<file path="src/rtl/cache_pkg.sv">
package cache_pkg;
  // Width of a field that selects one of n items, never narrower than one bit.
  function automatic int width_of(input int n);
    return (n > 1) ? $clog2(n) : 1;
  endfunction

  // Number of block-number bits consumed by the set index (zero for one set).
  function automatic int index_bits(input int sets);
    return (sets > 1) ? $clog2(sets) : 0;
  endfunction
endpackage

</file>
<file path="src/rtl/way_match.sv">
module way_match #(
  parameter int WAYS  = 2,
  parameter int TAG_W = 7,
  parameter int WAY_W = 1
) (
  input  logic             valid_row [WAYS],
  input  logic [TAG_W-1:0] tag_row   [WAYS],
  input  logic [TAG_W-1:0] req_tag,
  output logic [WAYS-1:0]  hit_vec,
  output logic             hit,
  output logic [WAY_W-1:0] hit_way
);
  for (genvar w = 0; w < WAYS; w++) begin : g_cmp
    assign hit_vec[w] = valid_row[w] && (tag_row[w] == req_tag);
  end

  always_comb begin
    hit_way = '0;
    for (int w = 0; w < WAYS; w++) begin
      if (hit_vec[w]) hit_way = WAY_W'(w);
    end
  end

  assign hit = |hit_vec;
endmodule

</file>
<file path="src/rtl/victim_sel.sv">
module victim_sel #(
  parameter int WAYS  = 2,
  parameter int WAY_W = 1
) (
  input  logic             valid_row [WAYS],
  input  logic [WAY_W-1:0] age_row   [WAYS],
  output logic [WAY_W-1:0] victim_way,
  output logic             victim_full
);
  logic             any_free;
  logic [WAY_W-1:0] free_way;
  logic [WAY_W-1:0] oldest_way;

  always_comb begin
    any_free = 1'b0;
    free_way = '0;
    for (int w = WAYS - 1; w >= 0; w--) begin
      if (!valid_row[w]) begin
        any_free = 1'b1;
        free_way = WAY_W'(w);
      end
    end
    oldest_way = '0;
    for (int w = 0; w < WAYS; w++) begin
      if (age_row[w] == WAY_W'(WAYS - 1)) oldest_way = WAY_W'(w);
    end
  end

  assign victim_way  = any_free ? free_way : oldest_way;
  assign victim_full = !any_free;
endmodule

</file>
<file path="src/rtl/lru_age.sv">
module lru_age #(
  parameter int WAYS  = 2,
  parameter int WAY_W = 1
) (
  input  logic [WAY_W-1:0] age_row  [WAYS],
  input  logic [WAY_W-1:0] touch_way,
  output logic [WAY_W-1:0] age_next [WAYS]
);
  logic [WAY_W-1:0] touch_age;

  always_comb begin
    touch_age = '0;
    for (int w = 0; w < WAYS; w++) begin
      if (touch_way == WAY_W'(w)) touch_age = age_row[w];
    end
    for (int w = 0; w < WAYS; w++) begin
      if (touch_way == WAY_W'(w))     age_next[w] = '0;
      else if (age_row[w] < touch_age) age_next[w] = age_row[w] + WAY_W'(1);
      else                              age_next[w] = age_row[w];
    end
  end
endmodule

</file>
<file path="src/rtl/sa_lru_cache.sv">
module sa_lru_cache #(
  parameter int BLOCKS = 4,
  parameter int WAYS   = 2,
  parameter int BLK_W  = 8
) (
  input  logic                                  clk,
  input  logic                                  rst_n,
  input  logic                                  req_valid,
  input  logic [BLK_W-1:0]                      req_blk,
  output logic                                  resp_valid,
  output logic                                  resp_hit,
  output logic [cache_pkg::width_of(WAYS)-1:0]  resp_way,
  output logic                                  resp_evict,
  output logic [BLK_W-1:0]                      resp_evict_tag
);
  localparam int SETS     = BLOCKS / WAYS;
  localparam int IDX_BITS = cache_pkg::index_bits(SETS);
  localparam int IDX_W    = cache_pkg::width_of(SETS);
  localparam int WAY_W    = cache_pkg::width_of(WAYS);
  localparam int TAG_W    = BLK_W - IDX_BITS;

  // State
  logic             valid_q [SETS][WAYS];
  logic [TAG_W-1:0] tag_q   [SETS][WAYS];
  logic [WAY_W-1:0] age_q   [SETS][WAYS];
  logic             valid_d [SETS][WAYS];
  logic [TAG_W-1:0] tag_d   [SETS][WAYS];
  logic [WAY_W-1:0] age_d   [SETS][WAYS];

  // Address split
  logic [IDX_W-1:0] set_idx;
  logic [TAG_W-1:0] req_tag;
  assign req_tag = req_blk[BLK_W-1:IDX_BITS];

  if (SETS > 1) begin : g_idx
    assign set_idx = req_blk[IDX_BITS-1:0];
  end else begin : g_noidx
    assign set_idx = '0;
  end

  // Selected set
  logic             valid_row [WAYS];
  logic [TAG_W-1:0] tag_row   [WAYS];
  logic [WAY_W-1:0] age_row   [WAYS];
  logic [WAY_W-1:0] age_upd   [WAYS];

  always_comb begin
    for (int w = 0; w < WAYS; w++) begin
      valid_row[w] = valid_q[set_idx][w];
      tag_row[w]   = tag_q[set_idx][w];
      age_row[w]   = age_q[set_idx][w];
    end
  end

  logic [WAYS-1:0]  hit_vec;
  logic             hit;
  logic [WAY_W-1:0] hit_way;
  logic [WAY_W-1:0] victim_way;
  logic             victim_full;
  logic [WAY_W-1:0] chosen;
  logic             evict;
  logic [TAG_W-1:0] evict_tag;

  way_match #(.WAYS(WAYS), .TAG_W(TAG_W), .WAY_W(WAY_W)) u_match (
    .valid_row (valid_row),
    .tag_row   (tag_row),
    .req_tag   (req_tag),
    .hit_vec   (hit_vec),
    .hit       (hit),
    .hit_way   (hit_way)
  );

  victim_sel #(.WAYS(WAYS), .WAY_W(WAY_W)) u_victim (
    .valid_row   (valid_row),
    .age_row     (age_row),
    .victim_way  (victim_way),
    .victim_full (victim_full)
  );

  assign chosen = hit ? hit_way : victim_way;
  assign evict  = !hit && victim_full;

  always_comb begin
    evict_tag = '0;
    for (int w = 0; w < WAYS; w++) begin
      if (victim_way == WAY_W'(w)) evict_tag = tag_row[w];
    end
  end

  lru_age #(.WAYS(WAYS), .WAY_W(WAY_W)) u_age (
    .age_row   (age_row),
    .touch_way (chosen),
    .age_next  (age_upd)
  );

  // Next state
  always_comb begin
    valid_d = valid_q;
    tag_d   = tag_q;
    age_d   = age_q;
    if (req_valid) begin
      for (int w = 0; w < WAYS; w++) begin
        age_d[set_idx][w] = age_upd[w];
        if (chosen == WAY_W'(w)) begin
          valid_d[set_idx][w] = 1'b1;
          tag_d[set_idx][w]   = req_tag;
        end
      end
    end
  end

  // State registers
  always_ff @(posedge clk or negedge rst_n) begin
    if (!rst_n) begin
      for (int s = 0; s < SETS; s++) begin
        for (int w = 0; w < WAYS; w++) begin
          valid_q[s][w] <= 1'b0;
          tag_q[s][w]   <= '0;
          age_q[s][w]   <= WAY_W'(w);
        end
      end
    end else if (req_valid) begin
      valid_q <= valid_d;
      tag_q   <= tag_d;
      age_q   <= age_d;
    end
  end

  // Response registers
  always_ff @(posedge clk or negedge rst_n) begin
    if (!rst_n) begin
      resp_valid     <= 1'b0;
      resp_hit       <= 1'b0;
      resp_way       <= '0;
      resp_evict     <= 1'b0;
      resp_evict_tag <= '0;
    end else begin
      resp_valid <= req_valid;
      if (req_valid) begin
        resp_hit       <= hit;
        resp_way       <= chosen;
        resp_evict     <= evict;
        resp_evict_tag <= evict ? BLK_W'(evict_tag) : '0;
      end
    end
  end

  // Assertions
  AST_RESP_TRACKS_REQ: assert property (@(posedge clk) disable iff (!rst_n)
    req_valid |=> resp_valid);
  AST_IDLE_QUIET: assert property (@(posedge clk) disable iff (!rst_n)
    !req_valid |=> !resp_valid);
  AST_SINGLE_MATCH: assert property (@(posedge clk) disable iff (!rst_n)
    $onehot0(hit_vec));
  AST_HIT_KEEPS_LINE: assert property (@(posedge clk) disable iff (!rst_n)
    (resp_valid && resp_hit) |-> !resp_evict);
  AST_EVICT_TAG_CLEAR: assert property (@(posedge clk) disable iff (!rst_n)
    (resp_valid && !resp_evict) |-> (resp_evict_tag == '0));
  AST_IDLE_HOLDS_STATE: assert property (@(posedge clk) disable iff (!rst_n)
    !req_valid |=> $stable(hit_vec) || $changed(req_blk));
endmodule

</file>
<file path="config.mk">
export PLATFORM = sky130hd
export DESIGN_NAME = sa_lru_cache
export DESIGN_NICKNAME = d
export VERILOG_FILES = /design/src/rtl/cache_pkg.sv /design/src/rtl/way_match.sv /design/src/rtl/victim_sel.sv /design/src/rtl/lru_age.sv /design/src/rtl/sa_lru_cache.sv
export SDC_FILE = /design/constraint.sdc
export NUM_CORES = 1
export LEC_CHECK = 0
export ABC_AREA = 1
export BUFFER_PORTS_ARGS = -buffer_cell sky130_fd_sc_hd__buf_2
export CAP_MARGIN = 20
export CORE_AREA = 5 5 86 88
export CTS_CLUSTER_DIAMETER = 80
export CTS_CLUSTER_SIZE = 8
export DETAILED_ROUTE_END_ITERATION = 6
export DIE_AREA = 0 0 91 93
export PLACE_DENSITY = 0.58
export SLEW_MARGIN = 20
export SYNTH_ARGS = -nofsm -noshare
export SYNTH_HDL_FRONTEND = slang
export SYNTH_HIERARCHICAL = 1
export SYNTH_SLANG_ARGS = --single-unit
</file>
<file path="constraint.sdc">
create_clock -name clk -period 1.8 [get_ports clk]
set_input_delay 0.18 -clock clk [delete_from_list [all_inputs] [get_ports clk]]
set_output_delay 0.18 -clock clk [all_outputs]
set_load 0.02 [all_outputs]
</file>
==> metrics.cfg <==
[routing]
post_drt_wl_per_cell_um=14.24
vias=2412
wirelength_um=7233
routed_via_density=4.748
drtIter0Drc=126
postRouteAntennaNets=0
drc=0
first_pass_iters=4

[layout]
syn_to_final_growth_pct=38.74
finalNetCount=438
fin_area_um2=3486
final_util_pct=53.07
drive_gt1_share_pct=36.92
num_antenna_cells=0
mostFrequentLayoutCells=132 x nand2_1, 51 x buf_4, 45 x dfrtp_1
final_common_cell=nand2_1

[die]
die-area_um2=8463
die_h_um=93
pin_count=23
fp-row-count=30
coreArea_um2=6569
initial_utilization_pct=38.25
die_w_um=91

[timing]
hold_viol=0
fin_tns_setup_ns=-0.8240
min_period_over_period_pct=103.2
finalClockSkew_ns=0.005731
maxSlewViolCount=0
max_slew_margin_pct=62.57
setup_ws_ns=-0.05715
setup_violations=23
fmax_mhz=538.5
rsz0062_at_grt=true
tightest_slew_ns=0.5614
period_needed_ns=1.857

[clocking]
numCtsBuffers=5
cts_tree=built
clock-sinks=47
insertion_delay_ns=0.30
clockBufferDepth=2
htree_levels=2
cts-root-buf=clkbuf_8
cts.clk_slew.worst_paths_ns=0.09

[place]
post-dp-hpwl_um=4844
io_buffers=21
gp_congestion=0.8630
dpl_cell_area_um2=2977

[critical_path]
worstPathMaxFanout=7
worstPathRequired_ns=1.99
cp_data_arrival_time_ns=2.05
criticalPathCategory=register to register
start_kind=register
endpoint_kind=register

[grt]
grt_use_met3_pct=3.218
busiest_layer=met2
grt_pass1_vias=2345
grt_usage_pct=16.53
gr-usage-met2_pct=27.58
met1_usage_pct=21.80
grt_overflow=0
antenna_found_initial=0
grt_max_degree=25
grt_pass1_wl_um=11290

[synthesis]
synth_warnings=6
syn_area_um2=2512
syn-instance-count=348
synthesis.nets=359
syn_avg_cell_area_um2=7.220

[power]
ir_drop_mv=0.5242
p_per_area_nw_per_um2=1042
p_leak_uw=0.001926

[outcome]
violations=setup timing
outcome=finished with violations

[min_path]
hold_path.class=input port to register

[job]
drv_cap=0

final timing paths:
path                                         from  slack, ns  cells past startpoint                      to
hold / removal                          req_valid       0.07                      1    resp_valid$_DFF_PN0_
max in group asynchronous                   rst_n       0.88                      3   tag_q[26]$_DFFE_PN0P_
min in group asynchronous                   rst_n       0.39                      2    age_q[3]$_DFFE_PN0P_
hold reg to reg            valid_q[2]$_DFFE_PN0P_       0.46                      2  valid_q[2]$_DFFE_PN0P_
setup / recovery            tag_q[14]$_DFFE_PN0P_      -0.06                     16   tag_q[12]$_DFFE_PN0P_
setup reg to reg            tag_q[14]$_DFFE_PN0P_      -0.06                     16   tag_q[12]$_DFFE_PN0P_
cell type report:
class | instances | area (µm²)
Clock inverter | 1 | 5.005
Sequential cell | 47 | 1179
Clock buffer | 7 | 76.32
Timing Repair Buffer | 84 | 686.9
Tap cell | 80 | 100.1
Fill cell | 580 | 3083
Multi-Input combinational cell | 243 | 1260
Inverter | 46 | 178.9
critical path, cell delays in order (launching register included):
cell	delay, ns
dfrtp_1	0.35
nand2_1	0.11
nand2_2	0.13
inv_1	0.05
nand2_1	0.06
nand2_1	0.05
inv_1	0.06
nand2_1	0.07
nor2_2	0.09
nand2_2	0.08
nand2_4	0.11
inv_4	0.06
nand2_8	0.09
nand3_4	0.12
clkbuf_16	0.20
nand2_2	0.05
o21ai_1	0.05
flip-flops by register name, summed over array words and instances, names as in the netlist:
signal	count
valid_q	4
resp_hit	1
resp_evict	1
tag_q	28
resp_evict_tag	7
resp_way	1
resp_valid	1
age_q	4
stage by stage:
step / instances / total power, µW / hold slack (ns) / setup slack [ns]
finish: 508 / 3633 / 0.07248 / -0.05715
global placement: 475 / 2621 / 0.1992 / -0.1534
floorplan: 348 / 2189 / -0.1156 / -0.004334
detailed placement: 475 / 2639 / 0.1990 / -0.1561
CTS: 496 / 3369 / 0.05520 / -0.009793
global route: 508 / 3890 / 0.06687 / -0.1874
where the power goes:
group / internal, µW / total [µW] / switching [µW]
combinational: 711 / 1510 / 802
clock: 273 / 626 / 353
sequential: 1330 / 1490 / 168
total: 2310 / 3630 / 1320
routing by layer:
layer  vias to the layer above  routed length, µm
met2                        66               3511
li1                       1221                  -
met4                         0                182
met3                        18                408
met1                      1107               3130
met5                         -                  0
timing repair:
item	4_1_cts	5_1_grt
gates resized for setup	10	45
pin swaps	9	18
setup buffers	12	12
endpoints found under the setup margin	24	44
gates cloned	1	1
hold endpoints to repair	21	0
hold buffers	1	0
(Power assumes the default switching activity.)
